`src/rtl/gpio_ctl_pkg.sv`:
```
package gpio_ctl_pkg;

  localparam int DATA_W       = 32;
  localparam int TRIG_W       = 4;
  localparam int CFG_OUT_BIT  = 0;
  localparam int CFG_IN_BIT   = 1;
  localparam int CFG_TXD_BIT  = 3;
  localparam int CFG_RXD_BIT  = 4;
  localparam int CFG_TRIG_LSB = 22;

  // word offsets inside the pin region
  localparam int LOCK_WORD = 1;
  localparam int STAT_WORD = 8;
  localparam int CFG_WORD  = 128;

  localparam logic [TRIG_W-1:0] TRIG_LEVEL = 4'd0;
  localparam logic [TRIG_W-1:0] TRIG_RISE  = 4'd1;
  localparam logic [TRIG_W-1:0] TRIG_OFF   = 4'd2;

  typedef struct packed {
    logic [TRIG_W-1:0] trig;
    logic              rxdis;
    logic              txdis;
    logic              drive;
  } pin_cfg_t;

  localparam pin_cfg_t CFG_RESET = '{trig: TRIG_OFF, rxdis: 1'b0, txdis: 1'b0, drive: 1'b0};

  function automatic pin_cfg_t word_to_cfg(input logic [DATA_W-1:0] w);
    pin_cfg_t c;
    c.trig  = w[CFG_TRIG_LSB +: TRIG_W];
    c.rxdis = w[CFG_RXD_BIT];
    c.txdis = w[CFG_TXD_BIT];
    c.drive = w[CFG_OUT_BIT];
    return c;
  endfunction

  function automatic logic [DATA_W-1:0] cfg_to_word(input pin_cfg_t c, input logic seen);
    logic [DATA_W-1:0] w;
    w = '0;
    w[CFG_TRIG_LSB +: TRIG_W] = c.trig;
    w[CFG_RXD_BIT] = c.rxdis;
    w[CFG_TXD_BIT] = c.txdis;
    w[CFG_IN_BIT]  = seen;
    w[CFG_OUT_BIT] = c.drive;
    return w;
  endfunction

endpackage

```
`src/rtl/gpio_sync.sv`:
```
module gpio_sync #(
  parameter int W = 8
) (
  input  logic         clk,
  input  logic         rst_n,
  input  logic [W-1:0] d_i,
  output logic [W-1:0] q_o
);

  logic [W-1:0] meta_q;
  logic [W-1:0] sync_q;

  always_ff @(posedge clk or negedge rst_n) begin
    if (!rst_n) begin
      meta_q <= '0;
      sync_q <= '0;
    end else begin
      meta_q <= d_i;
      sync_q <= meta_q;
    end
  end

  assign q_o = sync_q;

endmodule

```
`src/rtl/gpio_pin_cfg.sv`:
```
module gpio_pin_cfg
  import gpio_ctl_pkg::*;
#(
  parameter int               NPINS     = 128,
  parameter logic [NPINS-1:0] LOCK_MASK = '0,
  localparam int              IDX_W     = $clog2(NPINS)
) (
  input  logic                   clk,
  input  logic                   rst_n,
  input  logic                   wr_en_i,
  input  logic [IDX_W-1:0]       wr_idx_i,
  input  pin_cfg_t               wr_cfg_i,
  input  logic [NPINS-1:0]       sync_i,
  output pin_cfg_t [NPINS-1:0]   cfg_o,
  output logic [NPINS-1:0]       seen_o,
  output logic [NPINS-1:0]       ev_o
);

  for (genvar p = 0; p < NPINS; p++) begin : g_pin
    pin_cfg_t c_q;
    logic     gated;
    logic     gated_q;
    logic     hit;

    assign hit = wr_en_i && (wr_idx_i == IDX_W'(p));

    if (LOCK_MASK[p]) begin : g_locked
      always_ff @(posedge clk or negedge rst_n) begin
        if (!rst_n) c_q <= CFG_RESET;
        else        c_q <= c_q;
      end

      assert_locked_hold_R6: assert property (@(posedge clk) disable iff (!rst_n)
        hit |=> $stable(c_q));
    end else begin : g_open
      always_ff @(posedge clk or negedge rst_n) begin
        if (!rst_n)   c_q <= CFG_RESET;
        else if (hit) c_q <= wr_cfg_i;
      end

      assert_write_lands_R3: assert property (@(posedge clk) disable iff (!rst_n)
        hit |=> (cfg_o[p] == $past(wr_cfg_i)));
    end

    assign gated = sync_i[p] & ~c_q.rxdis;

    always_ff @(posedge clk or negedge rst_n) begin
      if (!rst_n) gated_q <= 1'b0;
      else        gated_q <= gated;
    end

    always_comb begin
      unique case (c_q.trig)
        TRIG_LEVEL: ev_o[p] = gated;
        TRIG_RISE:  ev_o[p] = gated & ~gated_q;
        default:    ev_o[p] = 1'b0;
      endcase
    end

    assign cfg_o[p]  = c_q;
    assign seen_o[p] = gated;

    assert_off_silent_R9: assert property (@(posedge clk) disable iff (!rst_n)
      (cfg_o[p].trig != TRIG_LEVEL && cfg_o[p].trig != TRIG_RISE) |-> !ev_o[p]);
  end

endmodule

```
`src/rtl/gpio_irq_bank.sv`:
```
module gpio_irq_bank #(
  parameter int NBANKS = 4,
  parameter int BANK_W = 32
) (
  input  logic                          clk,
  input  logic                          rst_n,
  input  logic [NBANKS-1:0]             st_wr_i,
  input  logic [NBANKS-1:0]             en_wr_i,
  input  logic [BANK_W-1:0]             wr_data_i,
  input  logic [NBANKS-1:0][BANK_W-1:0] ev_i,
  output logic [NBANKS-1:0][BANK_W-1:0] status_o,
  output logic [NBANKS-1:0][BANK_W-1:0] enable_o,
  output logic                          irq_o
);

  logic [NBANKS-1:0] bank_hot;

  for (genvar b = 0; b < NBANKS; b++) begin : g_bank
    logic [BANK_W-1:0] st_q;
    logic [BANK_W-1:0] en_q;
    logic [BANK_W-1:0] st_kept;

    // software clears with 0, keeps with 1; a same-edge event wins
    assign st_kept = st_wr_i[b] ? (st_q & wr_data_i) : st_q;

    always_ff @(posedge clk or negedge rst_n) begin
      if (!rst_n) begin
        st_q <= '0;
        en_q <= '0;
      end else begin
        st_q <= st_kept | ev_i[b];
        if (en_wr_i[b]) en_q <= wr_data_i;
      end
    end

    assign status_o[b] = st_q;
    assign enable_o[b] = en_q;
    assign bank_hot[b] = |(st_q & en_q);

    assert_sticky_R7: assert property (@(posedge clk) disable iff (!rst_n)
      !st_wr_i[b] |=> (($past(st_q) & ~st_q) == '0));

    assert_event_sets_R7: assert property (@(posedge clk) disable iff (!rst_n)
      (|ev_i[b]) |=> ((st_q & $past(ev_i[b])) == $past(ev_i[b])));
  end

  assign irq_o = |bank_hot;

  assert_irq_source_R10: assert property (@(posedge clk) disable iff (!rst_n)
    irq_o |-> (|status_o));

endmodule

```
`src/rtl/gpio_ctl.sv`:
```
module gpio_ctl
  import gpio_ctl_pkg::*;
#(
  parameter int               NPINS      = 128,
  parameter int               BANK_W     = 32,
  parameter int               ADDR_W     = 10,
  parameter int               REGION_OFS = 32'h400,
  parameter logic [NPINS-1:0] LOCK_MASK  = '0
) (
  input  logic              clk,
  input  logic              rst_n,
  input  logic [ADDR_W-1:0] reg_addr_i,
  input  logic              reg_wr_en_i,
  input  logic [31:0]       reg_wr_data_i,
  output logic [31:0]       reg_rd_data_o,
  input  logic [NPINS-1:0]  pin_in_i,
  output logic [NPINS-1:0]  pin_out_o,
  output logic [NPINS-1:0]  pin_oe_o,
  output logic              irq_o
);

  localparam int NBANKS = NPINS / BANK_W;
  localparam int IDX_W  = $clog2(NPINS);
  localparam int BK_W   = (NBANKS > 1) ? $clog2(NBANKS) : 1;

  localparam logic [ADDR_W-1:0] A_REGION   = ADDR_W'(REGION_OFS / 4);
  localparam logic [ADDR_W-1:0] A_LOCK     = ADDR_W'(LOCK_WORD);
  localparam logic [ADDR_W-1:0] A_LOCK_END = ADDR_W'(LOCK_WORD + NBANKS);
  localparam logic [ADDR_W-1:0] A_STAT     = ADDR_W'(STAT_WORD);
  localparam logic [ADDR_W-1:0] A_STAT_END = ADDR_W'(STAT_WORD + 2 * NBANKS);
  localparam logic [ADDR_W-1:0] A_CFG      = ADDR_W'(CFG_WORD);
  localparam logic [ADDR_W-1:0] A_CFG_END  = ADDR_W'(CFG_WORD + NPINS);

  // ---- address decode ----
  logic              in_region;
  logic [ADDR_W-1:0] rel;
  logic [ADDR_W-1:0] bank_off;
  logic              hit_lock, hit_bank, hit_cfg, pick_en;
  logic [BK_W-1:0]   lock_bk, stat_bk;
  logic [IDX_W-1:0]  pin_idx;

  assign in_region = (reg_addr_i >= A_REGION);
  assign rel       = reg_addr_i - A_REGION;
  assign bank_off  = rel - A_STAT;
  assign hit_lock  = in_region && (rel >= A_LOCK) && (rel < A_LOCK_END);
  assign hit_bank  = in_region && (rel >= A_STAT) && (rel < A_STAT_END);
  assign hit_cfg   = in_region && (rel >= A_CFG)  && (rel < A_CFG_END);
  assign lock_bk   = BK_W'(rel - A_LOCK);
  assign stat_bk   = BK_W'(bank_off >> 1);
  assign pick_en   = bank_off[0];
  assign pin_idx   = IDX_W'(rel - A_CFG);

  // ---- pin path ----
  logic [NPINS-1:0]     sync_in;
  pin_cfg_t [NPINS-1:0] cfg;
  logic [NPINS-1:0]     seen;
  logic [NPINS-1:0]     ev;

  gpio_sync #(.W(NPINS)) u_sync (
    .clk   (clk),
    .rst_n (rst_n),
    .d_i   (pin_in_i),
    .q_o   (sync_in)
  );

  gpio_pin_cfg #(.NPINS(NPINS), .LOCK_MASK(LOCK_MASK)) u_pins (
    .clk      (clk),
    .rst_n    (rst_n),
    .wr_en_i  (reg_wr_en_i && hit_cfg),
    .wr_idx_i (pin_idx),
    .wr_cfg_i (word_to_cfg(reg_wr_data_i)),
    .sync_i   (sync_in),
    .cfg_o    (cfg),
    .seen_o   (seen),
    .ev_o     (ev)
  );

  for (genvar p = 0; p < NPINS; p++) begin : g_drive
    assign pin_out_o[p] = cfg[p].drive;
    assign pin_oe_o[p]  = ~cfg[p].txdis;
  end

  // ---- interrupt banks ----
  logic [NBANKS-1:0]             st_wr, en_wr;
  logic [NBANKS-1:0][BANK_W-1:0] ev_b, status, enable;

  assign ev_b = ev;

  for (genvar b = 0; b < NBANKS; b++) begin : g_bwr
    assign st_wr[b] = reg_wr_en_i && hit_bank && !pick_en && (stat_bk == BK_W'(b));
    assign en_wr[b] = reg_wr_en_i && hit_bank &&  pick_en && (stat_bk == BK_W'(b));
  end

  gpio_irq_bank #(.NBANKS(NBANKS), .BANK_W(BANK_W)) u_banks (
    .clk       (clk),
    .rst_n     (rst_n),
    .st_wr_i   (st_wr),
    .en_wr_i   (en_wr),
    .wr_data_i (reg_wr_data_i[BANK_W-1:0]),
    .ev_i      (ev_b),
    .status_o  (status),
    .enable_o  (enable),
    .irq_o     (irq_o)
  );

  // ---- read mux ----
  always_comb begin
    reg_rd_data_o = '0;
    if (reg_addr_i == '0)
      reg_rd_data_o = 32'(REGION_OFS);
    else if (hit_lock)
      reg_rd_data_o = 32'(LOCK_MASK[lock_bk * BANK_W +: BANK_W]);
    else if (hit_bank)
      reg_rd_data_o = pick_en ? 32'(enable[stat_bk]) : 32'(status[stat_bk]);
    else if (hit_cfg)
      reg_rd_data_o = cfg_to_word(cfg[pin_idx], seen[pin_idx]);
  end

  assert_irq_needs_enable_R10: assert property (@(posedge clk) disable iff (!rst_n)
    irq_o |-> (|enable));

  assert_oe_follows_write_R4: assert property (@(posedge clk) disable iff (!rst_n)
    (reg_wr_en_i && hit_cfg && !LOCK_MASK[pin_idx]) |=>
      (pin_oe_o[$past(pin_idx)] == !$past(reg_wr_data_i[CFG_TXD_BIT])));

endmodule

```
`config.mk`:
```
export PLATFORM = sky130hd
export DESIGN_NAME = gpio_ctl
export DESIGN_NICKNAME = d
export VERILOG_FILES = /design/src/rtl/gpio_ctl_pkg.sv /design/src/rtl/gpio_sync.sv /design/src/rtl/gpio_pin_cfg.sv /design/src/rtl/gpio_irq_bank.sv /design/src/rtl/gpio_ctl.sv
export SDC_FILE = /design/constraint.sdc
export NUM_CORES = 2
export LEC_CHECK = 0
export ABC_CLOCK_PERIOD_IN_PS = 10400
export BUFFER_PORTS_ARGS = -buffer_cell sky130_fd_sc_hd__buf_2
export CORE_MARGIN = 2
export CORE_UTILIZATION = 40
export CTS_CLUSTER_SIZE = 16
export DETAILED_ROUTE_END_ITERATION = 8
export SYNTH_ARGS = -nofsm -noshare
export SYNTH_HDL_FRONTEND = slang
export SYNTH_HIERARCHICAL = 1
export SYNTH_SLANG_ARGS = --single-unit
```
`constraint.sdc`:
```
create_clock -name clk -period 10.4 [get_ports clk]
set_input_delay 2.6 -clock clk [delete_from_list [all_inputs] [get_ports clk]]
set_output_delay 2.6 -clock clk [all_outputs]
set_load 0.03 [all_outputs]
```
Word level (Yosys, flattened, before mapping)
Cells that the tools add are included.
{"block": "totals", "ff_bits": 1536, "input_bits": 173, "out_inout_bits": 289, "wordCells": 1998}
{"block": "classes", "add_sub_neg": 4, "order_cmp": 9, "eq_ne": 258, "shifts": 1, "muxes": 145, "bitwise": 652, "n_reduce_logical": 279}
{"op": "4-bit by 1-bit == test with 1-bit output, second input constant", "count": 128}
{"op": "4-bit logical NOT", "count": 128}
{"op": "7-bit == test, second input constant", "count": 64}
{"op": "1-bit NOT", "count": 384}
{"op": "32-bit 2-to-1 mux", "count": 10}
{"op": "1-bit bitwise AND", "count": 256}
{"op": "32-bit bitwise AND", "count": 8}
{"op": "1-bit one-hot mux with 2 select lines", "count": 128}
{"op": "7-bit by 6-bit == test with 1-bit output, second input constant", "count": 32}
{"op": "1-bit logical AND", "count": 146}
{"op": "32-bit binary-select mux with 2-bit select", "count": 2}
{"op": "32-bit bitwise OR", "count": 4}
{"op": "128-bit OR reduction", "count": 1}
{"op": "128-bit by 8-bit variable part select with 32-bit output, first input constant", "count": 1}
{"op": "7-bit by 5-bit == test with 1-bit output, second input constant", "count": 16}
{"op": "7-bit by 4-bit == test with 1-bit output, second input constant", "count": 8}
{"op": "7-bit binary-select mux with 7-bit select", "count": 1}
{"op": "7-bit by 3-bit == test with 1-bit output, second input constant", "count": 4}
{"op": "26-bit 2-to-1 mux", "count": 1}
{"op": "7-bit by 2-bit == test with 1-bit output, second input constant", "count": 2}
{"op": "10-bit by 1-bit >= comparator with 1-bit output, second input constant", "count": 1}
{"op": "10-bit by 4-bit >= comparator with 1-bit output, second input constant", "count": 1}
{"op": "10-bit by 8-bit >= comparator with 1-bit output, second input constant", "count": 1}
{"op": "10-bit by 9-bit >= comparator with 1-bit output, second input constant", "count": 1}
{"op": "other kinds (19)", "count": 20}

Longest topological paths before layout
{"block": "depth", "ltp_word": 9, "ltp_mapped": 12, "depth_no_buf": 7}

Hierarchy
The synthesis kept the hierarchy.
{"mod": "gpio_pin_cfg", "instances": 1, "cells_per_inst": 2889, "area_per_inst_um2": 41353.4}
{"mod": "gpio_ctl", "instances": 1, "cells_per_inst": 1114, "area_per_inst_um2": 11098.1}
{"mod": "gpio_irq_bank", "instances": 1, "cells_per_inst": 746, "area_per_inst_um2": 10403.7}
{"mod": "gpio_sync", "instances": 1, "cells_per_inst": 256, "area_per_inst_um2": 6406.1}

Least setup slack after synthesis
No wires, ideal clock.
{"block": "synth_timing", "path_type": "in2out", "from": "in reg_addr_i[1]", "to": "out reg_rd_data_o[4]", "t_arrival_ns": 5.168, "required_ns": 7.800, "path_slack_ns": 2.632, "cell_stages": 10, "path_cell_list": "buf_4 buf_6 buf_4 nand2_1 buf_2 o221ai_1 a21oi_1 o21ai_0 o32ai_1 o311ai_0"}
{"block": "synth_via", "elab_chain_cells": 8, "elab_cells_between_ends": 30, "classes_between": "4 x add/sub; 7 x order compare; 1 x shift; 11 x mux; 7 x reduce/logical"}
{"element": "start, declared", "line_no": "gpio_ctl.sv:12", "source": "input logic [ADDR_W-1:0] reg_addr_i,"}
{"element": "10-bit by 9-bit subtractor with 10-bit output", "line_no": "gpio_ctl.sv:43", "source": "assign rel = reg_addr_i - A_REGION;"}
{"element": "7-bit by 1-bit subtractor with 7-bit output, or another cell as far along", "line_no": "gpio_ctl.sv:51", "source": "assign pin_idx = IDX_W'(rel - A_CFG);"}
{"element": "7-bit binary-select mux with 7-bit select, or another cell as far along", "line_no": "gpio_ctl.sv:116", "source": "reg_rd_data_o = cfg_to_word(cfg[pin_idx], seen[pin_idx]);"}
{"element": "7-bit 2-to-1 mux (implied by the code), or another cell as far along", "line_no": "gpio_ctl.sv:116"}
{"element": "26-bit 2-to-1 mux / 32-bit 2-to-1 mux (equally long branches)", "line_no": "gpio_ctl.sv:115, gpio_ctl.sv:114"}
{"element": "32-bit 2-to-1 mux", "line_no": "gpio_ctl.sv:113", "source": "else if (hit_bank)"}
{"element": "32-bit 2-to-1 mux", "line_no": "gpio_ctl.sv:111", "source": "else if (hit_lock)"}
{"element": "32-bit 2-to-1 mux *", "line_no": "gpio_ctl.sv:109", "source": "if (reg_addr_i == '0)"}
{"element": "end, declared", "line_no": "gpio_ctl.sv:15", "source": "output logic [31:0] reg_rd_data_o,"}
Every way passes the cells marked *; elsewhere a longest branch is shown, timed or not. The select of a mux whose other input is x is not followed.

Worst setup path in the final report
{"block": "layout_timing", "from": "in reg_addr_i[0]", "to": "out reg_rd_data_o[4]"}
Same word-level chain as after synthesis.

==> flow_summary.ini <==
[timing]
slew_headroom_pct = 4.07
skew_ps = 63.5
rsz0062_at_grt = false
fin_crit_ps = 9360
finalHoldViolCount = 0
final-setup-viol-count = 0
fin_crit_sh_pct = 90.0
worstMarginPinSlew_ps = 1430
tns_ps = 0
final_max_slew_viol_count = 0
fmax_mhz = 107

[drt]
wl_per_cell_um = 32.5
via_per_inst = 5.94
drcViolationCount = 0
firstDrtPassIters = 6
ant_nets = 0
via_count = 46300
drtIter0Drc = 4853
finalWirelength_um = 253000

[worst_setup_path]
rrSetupSlack_ps = 8270
cp_max_fo = 68
r2r-start = u_pins/cfg_o[443]
crit_path_end_kind = output pin
cp-start-kind = input pin
crit_type = input pin to output pin
crit_arrival_ps = 6760
crit_required_ps = 7800
startpoint = reg_addr_i[0]

[grt]
grt_pass1_vias = 46500
track_usage_pct = 28.6
grt.overflow.total = 0
grt_pass1_wl_um = 357000
grt_max_degree = 162
antenna_found_initial = 31

[power_and_ir_drop]
ir_drop_uv = 164
p_per_area_nw_per_um2 = 170
leakagePower_nw = 35.9
power_mw = 13.6

[clocking]
postCtsHoldBufs = 0
cts_setup_buffers = 0
numCtsBuffers = 169
cts_buffer_depth = 3
insertion_delay_ps = 840
cts_sinks = 1536
cts-root-buf = clkbuf_16
cts_max_level = 4
clk_pin_slew_ps = 60
cts_tree = done
post_cts_resized = 0

[die]
dieHeight_um = 420
core-area_sq_um = 172000
ioPinCount = 462
die_area_sq_um = 176000
start_util_pct = 40.3
die_w_um = 420
row_count = 152

[flow_run]
cap_violations = 0

[placement]
place_congestion = 0.998
port_buffers = 461
place_area_sq_um = 73600
hpwl_um = 182000

[final_layout]
utilization_pct = 46.3
syn_to_final_growth_pct = 14.9
nets = 5499
stdcell_area_sq_um = 79600
drive_gt1_share_pct = 44.0

[status]
run_status = complete, no violations

[synthesis]
synthArstFlopShare_pct = 100
yosysUniqueCellTypes = 78
synth_flop_cell = dfrtp_1
ys_ff_latch = 1536
ys_warn_count = 6
syn_nets = 5178
ys_seq_area_share_pct = 55.7
syn_inst = 5005
avgSynthCellArea_sq_um = 13.8
synth_edf_count = 0
syn_area_sq_um = 69300

[worst_hold_path]
hp-class = flop to flop
hp-start = u_sync/meta_q[60]
[through the flow]
stage	setup WS [ps]	cells	hold slack (ps)
after global placement	1250	7464	333
after global routing	1070	7785	349
after floorplan	2630	5005	331
after CTS	1280	7781	347
after detailed placement	1290	7464	335
final	1040	7790	331
[Yosys cell counts, drive strengths merged (5+ instances only)]
cell type,count,share of area [%]
nor3,51,0.70
a21oi,45,0.33
a22oi,41,0.44
inv,130,0.70
mux2,1033,17
and2,8,0.072
nand2,392,2.1
nand3,82,0.59
buf,262,2.6
a221o,8,0.12
o311ai,8,0.10
o221a,5,0.081
nand4b,6,0.094
dfrtp,1408,51
nor4,132,1.2
a211oi,11,0.12
o221ai,11,0.14
a221oi,67,0.92
o211ai,10,0.11
mux4,264,8.6
nor2,55,0.32
dfstp,128,4.9
nand4,23,0.21
a21o,128,1.4
nor4bb,5,0.072
mux2i,96,1.4
clkbuf,178,0.97
nand2b,136,1.2
o21ai,19,0.14
o22ai,17,0.15
a31oi,6,0.054
nor2b,141,1.3
a22o,29,0.37
[kinds of logic (layout without fill, tap and decap cells)]
logic type / Yosys count / in the layout / synth area share [%]
muxes: 1393 / 1393 / 26.8
AOI/OAI and AO/OA: 441 / 441 / 4.93
DFF: 1536 / 1536 / 55.7
xor gates and xnor gates: 1 / 1 / 0.0126
other: 0 / 8 / 0
and+or+nand+nor: 1061 / 1061 / 8.32
buffers and inverters: 573 / 1040 / 4.25
[per-layer routing]
layer  part of all wire (%)  vias up  global-route usage, %
li1                       -    18800                      -
met4                    5.9       30                   15.2
met2                     46     2127                   43.7
met1                     39    24800                   37.0
met3                    9.3      569                   7.88
met5                  0.087        -                      0
[area by class of cell]
cell class	instances	area [sq um]
clock inverters	57	876
well taps	2310	2890
fillers	15400	92100
multi-input cells	2896	28100
clock buffers	260	5110
repair buffers	590	3540
flip-flops and latches	1536	38600
diodes	8	20.0
inverters	133	500
[where the power goes]
part / total [mW] / leakage, nW / internal, mW / switching [mW]
combinational: 0.974 / 13.6 / 0.285 / 0.689
clock: 6.38 / 2.94 / 3.76 / 2.62
sequential: 6.21 / 19.4 / 6.12 / 0.0872
[critical path, cell delays in order]
cell and delay, ps:
buf_8 470, clkinv_2 730, buf_4 450, nand2_1 150, o22ai_1 110, nor4_1 1130
o41ai_1 260, o311ai_1 220, buf_4 250, buf_2 210
[final timing paths]
path,endpoint,cells past startpoint
min in group asynchronous,u_sync/meta_q[12],1
worst max-delay path,reg_rd_data_o[4],10
max in group asynchronous,u_pins/cfg_o[338],3
worst min register to register,u_sync/q_o[60],0
worst max register to register,u_banks/g_bank[1].st_q[31],4
worst min-delay path,u_sync/q_o[60],0
[registers in the layout, indices dropped and copies added, names as in the netlist]
signal	flops
u_banks/g_bank.en_q	128
u_banks/g_bank.st_q	128
u_pins/cfg_o	896
u_sync/q_o	128
u_pins/g_pin.gated_q	128
u_sync/meta_q	128
[cell usage in the layout, fill, tap and decap left out, types with 37 or more instances in the layout]
cell	synthesis	routed
nor2b_1	141	137
nand2_1	389	387
nor4_2	0	37
mux4_2	264	264
nor4_1	131	94
mux2i_1	96	96
a221oi_1	59	59
clkbuf_1	177	38
a22oi_1	41	41
nand3_1	82	82
dfrtp_1	1408	1408
inv_1	130	129
clkbuf_16	0	170
clkbuf_8	0	52
nor2_1	50	45
buf_2	75	449
a21o_1	128	128
a21oi_1	45	45
mux2_2	1024	1024
buf_4	167	119
nand2b_1	136	136
dfstp_2	128	128
(Power assumes the default switching activity.)
